**src/rtl/brk_pkg.sv**
```systemverilog
package brk_pkg;
  localparam int CTRL_W = 10;
  localparam logic [1:0] SZ_BYTE = 2'd0;
  localparam logic [1:0] SZ_WORD = 2'd1;
  localparam logic [1:0] SZ_LONG = 2'd2;
  localparam logic [1:0] SC_LONG = 2'd3;
  localparam logic [3:0] IX_A0 = 4'd0, IX_M0 = 4'd1, IX_C0 = 4'd2;
  localparam logic [3:0] IX_A1 = 4'd3, IX_M1 = 4'd4, IX_C1 = 4'd5;
  localparam logic [3:0] IX_D1 = 4'd6, IX_DM1 = 4'd7, IX_CLR = 4'd8;
endpackage

```
**src/rtl/brk_chan.sv**
```systemverilog
module brk_chan
  import brk_pkg::*;
#(
  parameter int AW = 32,
  parameter int DW = 32,
  parameter bit HAS_DATA = 1'b0
) (
  input  logic [AW-1:0]     ref_addr,
  input  logic [AW-1:0]     addr_mask,
  input  logic [CTRL_W-1:0] ctrl,
  input  logic [DW-1:0]     ref_data,
  input  logic [DW-1:0]     data_mask,
  input  logic              bus_valid,
  input  logic [AW-1:0]     bus_addr,
  input  logic [1:0]        bus_size,
  input  logic              bus_write,
  input  logic              bus_fetch,
  input  logic              bus_dma,
  input  logic [DW-1:0]     bus_data,
  output logic              hit_now
);
  localparam int HALF = DW / 2;

  logic [1:0]    tsel, dsel, msel, scond;
  logic          den, type_ok, dir_ok, mst_ok, size_ok, addr_ok, data_ok;
  logic [AW-1:0] low_ign, a_care;
  logic [DW-1:0] d_care;

  always_comb begin
    tsel  = ctrl[2:1];
    dsel  = ctrl[4:3];
    msel  = ctrl[6:5];
    scond = ctrl[8:7];
    den   = HAS_DATA && ctrl[9];
    type_ok = (tsel == 2'd1) ? bus_fetch : (tsel == 2'd2) ? !bus_fetch : 1'b1;
    dir_ok  = (dsel == 2'd1) ? !bus_write : (dsel == 2'd2) ? bus_write : 1'b1;
    mst_ok  = (msel == 2'd1) ? !bus_dma : (msel == 2'd2) ? bus_dma : 1'b1;
    size_ok = (scond == 2'd0) || (scond == bus_size + 2'd1);
    // address narrowing by access size
    low_ign = '0;
    if (bus_size == SZ_LONG) low_ign[1:0] = 2'b11;
    else if (bus_size == SZ_WORD) low_ign[0] = 1'b1;
    a_care  = ~(addr_mask | low_ign);
    addr_ok = ((bus_addr ^ ref_addr) & a_care) == '0;
    // data lane: only the lower half unless a longword condition is set
    d_care = ~data_mask;
    if (scond != SC_LONG) d_care[DW-1:HALF] = '0;
    data_ok = !den || (tsel == 2'd1) || (((bus_data ^ ref_data) & d_care) == '0);
    hit_now = bus_valid && ctrl[0] && type_ok && dir_ok && mst_ok &&
              size_ok && addr_ok && data_ok;
  end
endmodule

```
**src/rtl/bus_break_cmp.sv**
```systemverilog
module bus_break_cmp
  import brk_pkg::*;
#(
  parameter int AW = 32,
  parameter int DW = 32,
  parameter int NCH = 2
) (
  input  logic           clk,
  input  logic           rst,
  input  logic           cfg_we,
  input  logic [3:0]     cfg_idx,
  input  logic [31:0]    cfg_wdata,
  input  logic           bus_valid,
  input  logic [AW-1:0]  bus_addr,
  input  logic [1:0]     bus_size,
  input  logic           bus_write,
  input  logic           bus_fetch,
  input  logic           bus_dma,
  input  logic [DW-1:0]  bus_data,
  output logic [NCH-1:0] brk_hit,
  output logic [NCH-1:0] brk_sticky,
  output logic           cfg_err
);
  logic [AW-1:0]     a_reg [NCH];
  logic [AW-1:0]     m_reg [NCH];
  logic [CTRL_W-1:0] c_reg [NCH];
  logic [DW-1:0]     d_reg, dm_reg;
  logic [NCH-1:0]    hit_now, clr;
  logic              err_now;

  assign clr = (cfg_we && cfg_idx == IX_CLR) ? cfg_wdata[NCH-1:0] : '0;

  always_ff @(posedge clk) begin
    if (rst) begin
      for (int i = 0; i < NCH; i++) begin
        a_reg[i] <= '0;
        m_reg[i] <= '0;
        c_reg[i] <= '0;
      end
      d_reg  <= '0;
      dm_reg <= '0;
    end else if (cfg_we) begin
      case (cfg_idx)
        IX_A0:  a_reg[0] <= cfg_wdata[AW-1:0];
        IX_M0:  m_reg[0] <= cfg_wdata[AW-1:0];
        IX_C0:  c_reg[0] <= cfg_wdata[CTRL_W-1:0];
        IX_A1:  a_reg[1] <= cfg_wdata[AW-1:0];
        IX_M1:  m_reg[1] <= cfg_wdata[AW-1:0];
        IX_C1:  c_reg[1] <= cfg_wdata[CTRL_W-1:0];
        IX_D1:  d_reg    <= cfg_wdata[DW-1:0];
        IX_DM1: dm_reg   <= cfg_wdata[DW-1:0];
        default: ;
      endcase
    end
  end

  for (genvar g = 0; g < NCH; g++) begin : g_ch
    brk_chan #(.AW(AW), .DW(DW), .HAS_DATA(g == 1)) u_chan (
      .ref_addr(a_reg[g]), .addr_mask(m_reg[g]), .ctrl(c_reg[g]),
      .ref_data(d_reg), .data_mask(dm_reg),
      .bus_valid(bus_valid), .bus_addr(bus_addr), .bus_size(bus_size),
      .bus_write(bus_write), .bus_fetch(bus_fetch), .bus_dma(bus_dma),
      .bus_data(bus_data), .hit_now(hit_now[g])
    );
  end

  // longword data condition where DMA may master the cycle
  assign err_now = c_reg[1][0] && c_reg[1][9] && (c_reg[1][8:7] == SC_LONG) &&
                   (c_reg[1][6:5] != 2'd1);

  always_ff @(posedge clk) begin
    if (rst) begin
      brk_hit    <= '0;
      brk_sticky <= '0;
      cfg_err    <= 1'b0;
    end else begin
      brk_hit    <= hit_now;
      brk_sticky <= (brk_sticky & ~clr) | hit_now;
      cfg_err    <= err_now;
    end
  end

  a_r11_idle_no_hit: assert property (@(posedge clk) disable iff (rst)
    !bus_valid |=> brk_hit == '0);
  a_r10_off_ch0_quiet: assert property (@(posedge clk) disable iff (rst)
    !c_reg[0][0] |=> !brk_hit[0]);
  a_r10_off_ch1_quiet: assert property (@(posedge clk) disable iff (rst)
    !c_reg[1][0] |=> !brk_hit[1]);
  a_r10_hit_sets_flag0: assert property (@(posedge clk) disable iff (rst)
    brk_hit[0] |-> brk_sticky[0]);
  a_r10_hit_sets_flag1: assert property (@(posedge clk) disable iff (rst)
    brk_hit[1] |-> brk_sticky[1]);
  a_r10_flag0_holds: assert property (@(posedge clk) disable iff (rst)
    (brk_sticky[0] && !(cfg_we && cfg_idx == IX_CLR && cfg_wdata[0])) |=> brk_sticky[0]);
  a_r10_flag1_holds: assert property (@(posedge clk) disable iff (rst)
    (brk_sticky[1] && !(cfg_we && cfg_idx == IX_CLR && cfg_wdata[1])) |=> brk_sticky[1]);
  a_r9_err_needs_long: assert property (@(posedge clk) disable iff (rst)
    cfg_err |-> $past(c_reg[1][8:7]) == SC_LONG);
endmodule

```
**config.mk**
```make
export PLATFORM = sky130hd
export DESIGN_NAME = bus_break_cmp
export DESIGN_NICKNAME = d
export VERILOG_FILES = /design/src/rtl/brk_pkg.sv /design/src/rtl/brk_chan.sv /design/src/rtl/bus_break_cmp.sv
export SDC_FILE = /design/constraint.sdc
export NUM_CORES = 1
export LEC_CHECK = 0
export ABC_AREA = 1
export BUFFER_PORTS_ARGS = -buffer_cell sky130_fd_sc_hd__buf_4
export CAP_MARGIN = 20
export CORE_ASPECT_RATIO = 1.2
export CORE_MARGIN = 5
export CORE_UTILIZATION = 45
export CTS_CLUSTER_SIZE = 40
export DETAILED_ROUTE_END_ITERATION = 12
export PLACE_DENSITY = 0.61
export SLEW_MARGIN = 25
export SYNTH_ARGS = -nofsm -noshare
export SYNTH_HDL_FRONTEND = slang
export SYNTH_SLANG_ARGS = --single-unit
```
**constraint.sdc**
```tcl
create_clock -name clk -period 2.3 [get_ports clk]
set_input_delay 0.345 -clock clk [delete_from_list [all_inputs] [get_ports clk]]
set_output_delay 0.345 -clock clk [all_outputs]
set_load 0.02 [all_outputs]
```
**After elaboration in Yosys (flattened, before gate mapping)**

Memories as Yosys holds them, arrays and structs flattened.
Cells that the tools add are included.
W data, S select, Z words.

- Equal/unequal tests: 27
- Bitwise logic cells: 20
- Reduce and logical (&&, ||, !) cells: 33
- Multiplexer cells: 49
- Add/sub/neg operators: 1

Operators with widths:

| operator | count |
|---|---|
| $mux W32 | 4 |
| $and A32 B32 Y32 | 3 |
| $logic_not A32 Y1 | 3 |
| $not A32 Y32 | 3 |
| $xor A32 B32 Y32 | 3 |
| $or A32 B2 Y32 | 2 |
| $mux W1 | 41 |
| $mux W10 | 2 |
| $logic_and A1 B1 Y1 | 17 |
| $eq A2 B2 Y1 const B | 8 |
| $eq A4 B3 Y1 const B | 4 |
| $mux W16 | 1 |
| $eq A2 B1 Y1 const B | 7 |
| $eq A4 B2 Y1 const B | 2 |
| $or A1 B1 Y1 | 6 |
| $eq A2 B2 Y1 | 2 |
| $eq A4 B1 Y1 const B | 1 |
| $eq A4 B4 Y1 const B | 1 |
| $logic_not A1 Y1 | 4 |
| $logic_not A2 Y1 | 2 |
| $logic_not A4 Y1 | 1 |
| $logic_or A1 B1 Y1 | 4 |
| $reduce_and A2 Y1 | 2 |
| $add A2 B1 Y2 const B | 1 |
| other kinds (6) | 6 |

- Input port bits: 109
- Word-level logic and storage cells: 138
- Memories kept: 3
- Output and inout port bits: 5
- Flip-flop bits (word level): 69
- Bits in writable memories: 148

Memory list:

| memory | words | bits a word | read ports | clocked after memory_dff | write ports | line | RTL |
|---|---|---|---|---|---|---|---|
| a_reg | 2 | 32 | 2 | 0 | 2 | bus_break_cmp.sv:24 | `logic [AW-1:0] a_reg [NCH];` |
| m_reg | 2 | 32 | 2 | 0 | 2 | bus_break_cmp.sv:25 | `logic [AW-1:0] m_reg [NCH];` |
| c_reg | 2 | 10 | 2 | 0 | 2 | bus_break_cmp.sv:26 | `logic [CTRL_W-1:0] c_reg [NCH];` |

**Logic depth before layout (Yosys ltp)**

Gate-level depths: netlist of the first run.
An unclocked memory read counts as a cell.

- Word-level depth: 11
- Depth in mapped cells: 13
- Gate-level depth less buffers: 13

**Cells and area by module**

Synthesis of the first run repeated with hierarchy kept, for this count alone.

- Cells, all modules: 1266
- Area, all modules: 10243.6 µm²

By module, submodules not included:

| module | sequential area each (µm²) | area each (µm²) | times used | cells an instance |
|---|---|---|---|---|
| bus_break_cmp | 5825.6 | 7636.1 | 1 | 653 |
| brk_chan (g_ch[1].u_chan) | 0.0 | 1741.7 | 1 | 416 |
| brk_chan (g_ch[0].u_chan) | 0.0 | 865.8 | 1 | 197 |

**Worst setup path before layout of the first run**

OpenSTA, ideal clock, no wires.

- Kind: input port to flip-flop
- Start point: input rst
- End point: memory m_reg[1][0] (netlist: m_reg[0][32]) (enable)
- Stages on the path: 4
- Arrival time: 1.541 ns
- Path buffers: 2
- Setup slack: 0.281 ns
- Required time: 1.822 ns
- Library setup time: 0.478 ns
- Cells stage by stage: inv_1 > clkbuf_1 > clkbuf_1 > nand2_1

RTL lines:

| what | line | RTL |
|---|---|---|
| start: declaration | bus_break_cmp.sv:9 | `input logic rst,` |
| end: declaration | bus_break_cmp.sv:25 |  |

==> results of run 1 <==
## through the flow
stage          setup slack, ns  utilization [%]
6_report                 0.711             54.6
4_1_cts                  0.694             54.6
3_5_place_dp             0.527             51.3
2_1_floorplan            0.281                -
3_3_place_gp             0.584             51.3
5_1_grt                  0.499             54.6
## worst paths after layout
check / end / slack (ns) / cells past startpoint
worst min register to register: d_reg[4] / 0.53 / 2
worst min-delay path: cfg_err / 0.10 / 2
worst max register to register: brk_sticky[1] / 0.71 / 11
worst max-delay path: brk_sticky[1] / 0.71 / 11
## layout by cell type, fill, tap and decap left out, types with 2 or more instances in the layout
cell and count:
a21oi_1 83, buf_12 7, buf_4 117, bufinv_16 3, clkbuf_16 21, clkbuf_8 2, clkinv_1 4, clkinv_2 5
dfxtp_1 69, edfxtp_1 147, inv_1 133, nand2_1 213, nand3_1 19, nand3b_1 17, nand4_1 6, nor2_1 178
nor3_1 4, o211ai_1 4, o21ai_0 64, o21ai_1 28, o22ai_1 2, or2_2 11, xnor2_1 17
## layer usage
layer  track usage [%]  vias up
li1                  -     3610
met1              26.5     3237
met2              32.8      178
met3              2.84       42
met4              6.59        0
met5                 0        -
## power groups by stage
stage / clock [mW] / sequential [mW] / combinational (mW)
floorplan: 0 / 4.48 / 0.402
global placement: 0 / 4.49 / 0.780
detailed placement: 0 / 4.50 / 0.786
CTS: 3.55 / 4.42 / 0.789
global route: 3.71 / 4.43 / 0.865
finish: 3.50 / 4.41 / 0.776
## cell type report
type                    instances  share of cell area, %
clock buffers                  24                   4.91
clock inverters                13                   1.30
inverters                     136                   4.50
multi-input cells             655                   26.2
flip-flops and latches        216                   51.1
well taps                     270                   2.98
repair buffers                124                   8.98
## critical path: cells and delay by family, from the launching register on
family / cells / cell delay [ns]
simple gates: 11 / 1.11
flops: 1 / 0.42
## cells by family (layout without fill, tap and decap cells)
kind of cell,after synthesis,count (layout),share of synthesized area [%]
compound gates,184,184,10.0
buf+inv,163,297,6.82
flops,216,216,61.6
fa+ha+maj,1,1,0.133
xor+xnor,18,18,1.67
simple gates,452,452,19.8
==> results.py, run 1 <==
metrics = {
    "routing": {
        "first_pass_iters": 5,
        "wl_um": 23900,
        "wl_per_cell_um": 16.6,
        "num_vias": 7067,
        "drt_iter0_markers": 516,
        "ant_nets": 0,
        "maxUsedRoutingLayer": "met4",
        "wl_met2_um": 11600,
        "route.detailed.drc": 0,
        "dr_wl_met3_um": 1280,
        "wl_met1_um": 10300,
        "viasPerCell": 4.91,
    },
    "critical_path": {
        "endpoint_kind": "flip-flop",
        "cp_common_cell": "nand2_1",
        "slowest_delay_ns": 0.42,
        "cp_max_fo": 17,
        "worstSetupPathType": "reg -> reg",
        "required_ns": 2.73,
        "cpMaxStageDelayCell": "edfxtp_1",
        "cp-startpoint": "c_reg[0][18]",
        "crit_chain": "nand2_2 -> nor2_1 -> nand2_1 -> nand2_1 -> nor2_1 -> nand2_1 -> nor2_1 -> nand2_1 -> nand2_1 -> nand2_1 -> nand2_1",
        "startpoint_type": "flip-flop",
        "cp.arrival_ns": 2.02,
        "timing.rr.start": "c_reg[0][18]",
    },
    "grt": {
        "grt_first_pass_wirelength_um": 36400,
        "grt_max_degree": 65,
        "grt_antenna_before_repair": 0,
        "grt_pass1_vias": 6769,
        "grtUsageTotal_pct": 19.7,
        "grt-ovfl-total": 0,
    },
    "synth": {
        "synthTopCellsByArea": "edfxtp_1, dfxtp_1, nand2_1",
        "netlist_area_sq_mm": 0.00941,
        "syn_nets": 1144,
        "synth_top_cell_by_area": "edfxtp_1",
        "syn_inst": 1034,
        "synth_flop_cell": "edfxtp_1",
        "async_flop_share_pct": 0,
        "synth.most_common_cell": "nand2_1",
        "syn_avg_cell_area_sq_um": 9.10,
        "ys_ff_latch": 216,
        "synthTopCellsByCount": "nand2_1, nor2_1, edfxtp_1, inv_1, a21oi_1",
        "synth_top_area_share_pct": 46.9,
        "yosys_warnings": 0,
        "ys_types": 30,
        "synth_edf_count": 147,
        "yosysSeqAreaShare_pct": 61.6,
    },
    "timing": {
        "setup_violations": 0,
        "finalMaxSlewViolations": 0,
        "finalClockSkew_ns": 0.00415,
        "hold_violations": 0,
        "fmax_mhz": 629,
        "worst_pin_slew_ns": 0.482,
        "finalCriticalPeriod_ns": 1.59,
        "slew_headroom_pct": 67.8,
        "finalCritPeriodShare_pct": 69.1,
        "finalSetupTns_ns": 0,
        "rsz0062_at_grt": "no",
        "hold_slack_ns": 0.101,
    },
    "placement": {
        "portBuffers": 113,
        "place_area_sq_mm": 0.0106,
        "place.gp.congestion": 0.809,
        "place_inst": 1401,
        "hpwl_um": 17100,
    },
    "die": {
        "pin_count": 114,
        "dieArea_sq_mm": 0.0239,
        "coreArea_sq_mm": 0.0208,
        "die_height_um": 168,
        "die_x_um": 142,
        "rows": 58,
        "start_util_pct": 45.4,
    },
    "layout": {
        "drive_gt1_share_pct": 14.9,
        "seq_area_sq_mm": 0.00580,
        "nFillCells": 1945,
        "finalNetCount": 1264,
        "multiInputGateArea_sq_mm": 0.00298,
        "finalInstanceArea_sq_mm": 0.0113,
        "finalNonFillerCells": 1438,
        "area_growth_pct": 20.5,
        "antenna_cells": 0,
    },
    "power": {
        "vdd_drop_max_mv": 0.493,
        "swShare_pct": 22.5,
        "cellPowerDensity_mw_per_mm2": 766,
        "pwr-share-comb_pct": 8.9,
        "pwr-share-clk_pct": 40.3,
        "p_switching_mw": 1.96,
        "power_frac_seq_pct": 50.8,
        "p_int_mw": 6.73,
        "power.leakage_nw": 4.93,
        "finalPower_mw": 8.69,
    },
    "cts": {
        "cts_tree": "built",
        "cts.sinks": 216,
        "cts_buffers": 21,
        "path_clk_slew_ns": 0.06,
        "cts_htree_levels": 1,
        "holdBufCountCts": 0,
        "cts-root-buf": "clkbuf_16",
        "insertion_delay_ns": 0.48,
        "cts_resized": 0,
        "ctsLongestPathBuffers": 3,
        "post_cts_buffers": 0,
    },
    "min_path": {
        "min-delay-start": "rst",
        "hold_path_class": "in -> reg",
    },
    "run_status": {
        "status": "completed",
    },
    "job": {
        "cap_violations": 0,
    },
}
Note: power is estimated with default switching activity, not from simulation.
==> inputs of run 2 (changes only) <==
==> constraint.sdc (replaced) <==
create_clock -name clk -period 1.6 [get_ports clk]
set_input_delay 0.24 -clock clk [delete_from_list [all_inputs] [get_ports clk]]
set_output_delay 0.24 -clock clk [all_outputs]
set_load 0.02 [all_outputs]
==> results.py, run 2 (same netlist as run 1, synthesis figures left out) <==
metrics = {
    "layout": {
        "finalNonFillerCells": 1453,
        "antenna_cells": 0,
        "final_cell_mix": "nand2_1, nor2_1, edfxtp_1",
        "fin_util_pct": 55.5,
        "drive_gt1_share_pct": 16.3,
        "finalNetCount": 1279,
        "finalInstanceArea_sq_mm": 0.0115,
        "area_growth_pct": 22.5,
        "final_common_cell": "nand2_1",
    },
    "run_status": {
        "status": "completed",
    },
    "min_path": {
        "hold_path_class": "in -> reg",
        "min_to": "d_reg[18]",
        "hold_path_depth": 3,
        "min-delay-start": "cfg_wdata[18]",
    },
    "timing": {
        "rsz0062_at_grt": "yes",
        "finalCritPeriodShare_pct": 94.5,
        "fmax_mhz": 662,
        "setup_violations": 0,
        "finalSetupTns_ns": 0,
        "slew_headroom_pct": 69.5,
        "finalMaxSlewViolations": 0,
        "worst_pin_slew_ns": 0.446,
        "finalCriticalPeriod_ns": 1.51,
        "hold_violations": 0,
        "finalClockSkew_ns": 0.00885,
    },
    "critical_path": {
        "cpMaxStageDelayCell": "dlygate4sd3_1",
        "cp.arrival_ns": 1.95,
        "worstReg2RegEnd": "brk_sticky[1]",
        "endpoint_kind": "flip-flop",
        "slowest_delay_ns": 0.55,
        "worst-path-buf-inv": 3,
        "startpoint_type": "input port",
        "r2r_setup_slack_ns": 0.12,
        "cp_common_cell": "nand2_1",
        "cp_max_fo": 8,
        "worstSetupPathType": "in -> reg",
        "crit_chain": "dlygate4sd3_1 -> buf_4 -> inv_2 -> nand3_1 -> nor3_1 -> nand2_1 -> nor2_1 -> nand2_1 -> nor2_1 -> nand2_1 -> nand2_1",
        "cp_top_family": "buffers and inverters",
        "reg2reg_depth": 12,
        "timing.rr.start": "c_reg[0][17]",
        "required_ns": 2.04,
    },
    "routing": {
        "wl_um": 23800,
        "ant_nets": 0,
        "viasPerCell": 4.90,
        "first_pass_iters": 5,
        "wl_per_cell_um": 16.4,
        "drt_iter0_markers": 470,
        "route.detailed.drc": 0,
        "num_vias": 7117,
    },
    "cts": {
        "path_clk_slew_ns": 0.06,
        "insertion_delay_ns": 0.49,
        "cts-root-buf": "clkbuf_16",
        "ctsLongestPathBuffers": 3,
        "cts.sinks": 216,
        "cts_buffers": 21,
        "cts_htree_levels": 1,
        "cts_tree": "built",
    },
    "grt": {
        "grt_antenna_before_repair": 0,
        "grtUsageTotal_pct": 19.8,
        "grt_max_degree": 51,
        "grt_first_pass_wirelength_um": 36500,
        "grt-ovfl-total": 0,
        "grt_pass1_vias": 6836,
    },
    "die": {
        "rows": 58,
        "coreArea_sq_mm": 0.0208,
        "die_height_um": 168,
        "dieArea_sq_mm": 0.0239,
        "start_util_pct": 45.4,
        "pin_count": 114,
        "die_x_um": 142,
    },
    "placement": {
        "place.gp.congestion": 0.804,
        "portBuffers": 113,
        "hpwl_um": 17200,
        "place_inst": 1414,
        "place_area_sq_mm": 0.0108,
    },
    "power": {
        "power.leakage_nw": 5.02,
        "cellPowerDensity_mw_per_mm2": 1090,
        "vdd_drop_max_mv": 0.663,
    },
    "job": {
        "cap_violations": 0,
    },
}
run 2: cell count changes in the layout (fill, tap and decap cells not counted), moves of 3 or more:
cell,change
buf_4,+9
buf_12,+5
nand2_1,-4
nand2_2,+4
clkbuf_1,+3
run 2: per-layer routing:
layer	vias to the layer above	part of all wire, %	GRT usage, %
met5	-	0	0
met4	0	1.8	4.42
met3	28	6.2	2.27
met2	198	50	34.6
met1	3249	42	26.4
li1	3642	-	-
run 2: through the flow:
stage,hold WS [ns],worst slack (ns),power (mW)
2_1_floorplan,0.328,-0.0828,7.01
3_3_place_gp,0.510,-0.00162,7.62
3_5_place_dp,0.508,-0.0281,7.64
4_1_cts,0.0401,0.0829,12.6
5_1_grt,0.0715,-0.0150,13.0
6_report,0.0474,0.0887,12.5
run 2: layout make-up:
class	instances	area (sq um)
Sequential cell	216	5800
Inverter	136	510
Clock inverter	10	128
Timing Repair Buffer	139	1200
Multi-Input combinational cell	655	2990
Fill cell	1884	9230
Tap cell	270	338
Clock buffer	27	568
run 2: worst reg2reg max path, stage by stage, from the launching register on:
cell and delay (ns):
edfxtp_1 0.41, nand2_2 0.11, buf_12 0.15, nor2_1 0.06, nand2_1 0.06, nand2_1 0.05, nor2_1 0.08, nand2_1 0.07
nor2_1 0.13, nand2_1 0.11, nand2_1 0.07, nand2_1 0.07, nand2_1 0.05
run 2: power by group:
part | internal [mW] | switching, mW
Combinational | 0.496 | 0.675
Sequential | 6.23 | 0.110
Clock | 2.99 | 2.02
run 2: what timing repair did:
action	in CTS	in global routing
hold buffers	1	0
setup buffers	0	1
endpoints found under the setup margin	0	2
endpoints found under the hold margin	1	0
gates resized for setup	0	2
run 2: how the worst max path moves through the flow:
| stage | startpoint | end | slack [ns] | cells after the start |
|---|---|---|---|---|
| global placement | bus_size[0] | brk_sticky[1] | -0.002 | 14 |
| CTS | c_reg[0][17] | brk_sticky[1] | 0.08 | 12 |
| finish | rst | brk_sticky[1] | 0.09 | 11 |
| detailed placement | bus_size[0] | brk_sticky[1] | -0.03 | 14 |
| global route | c_reg[0][17] | brk_sticky[1] | -0.01 | 12 |
| floorplan | rst | a_reg[0][0] | -0.08 | 4 |
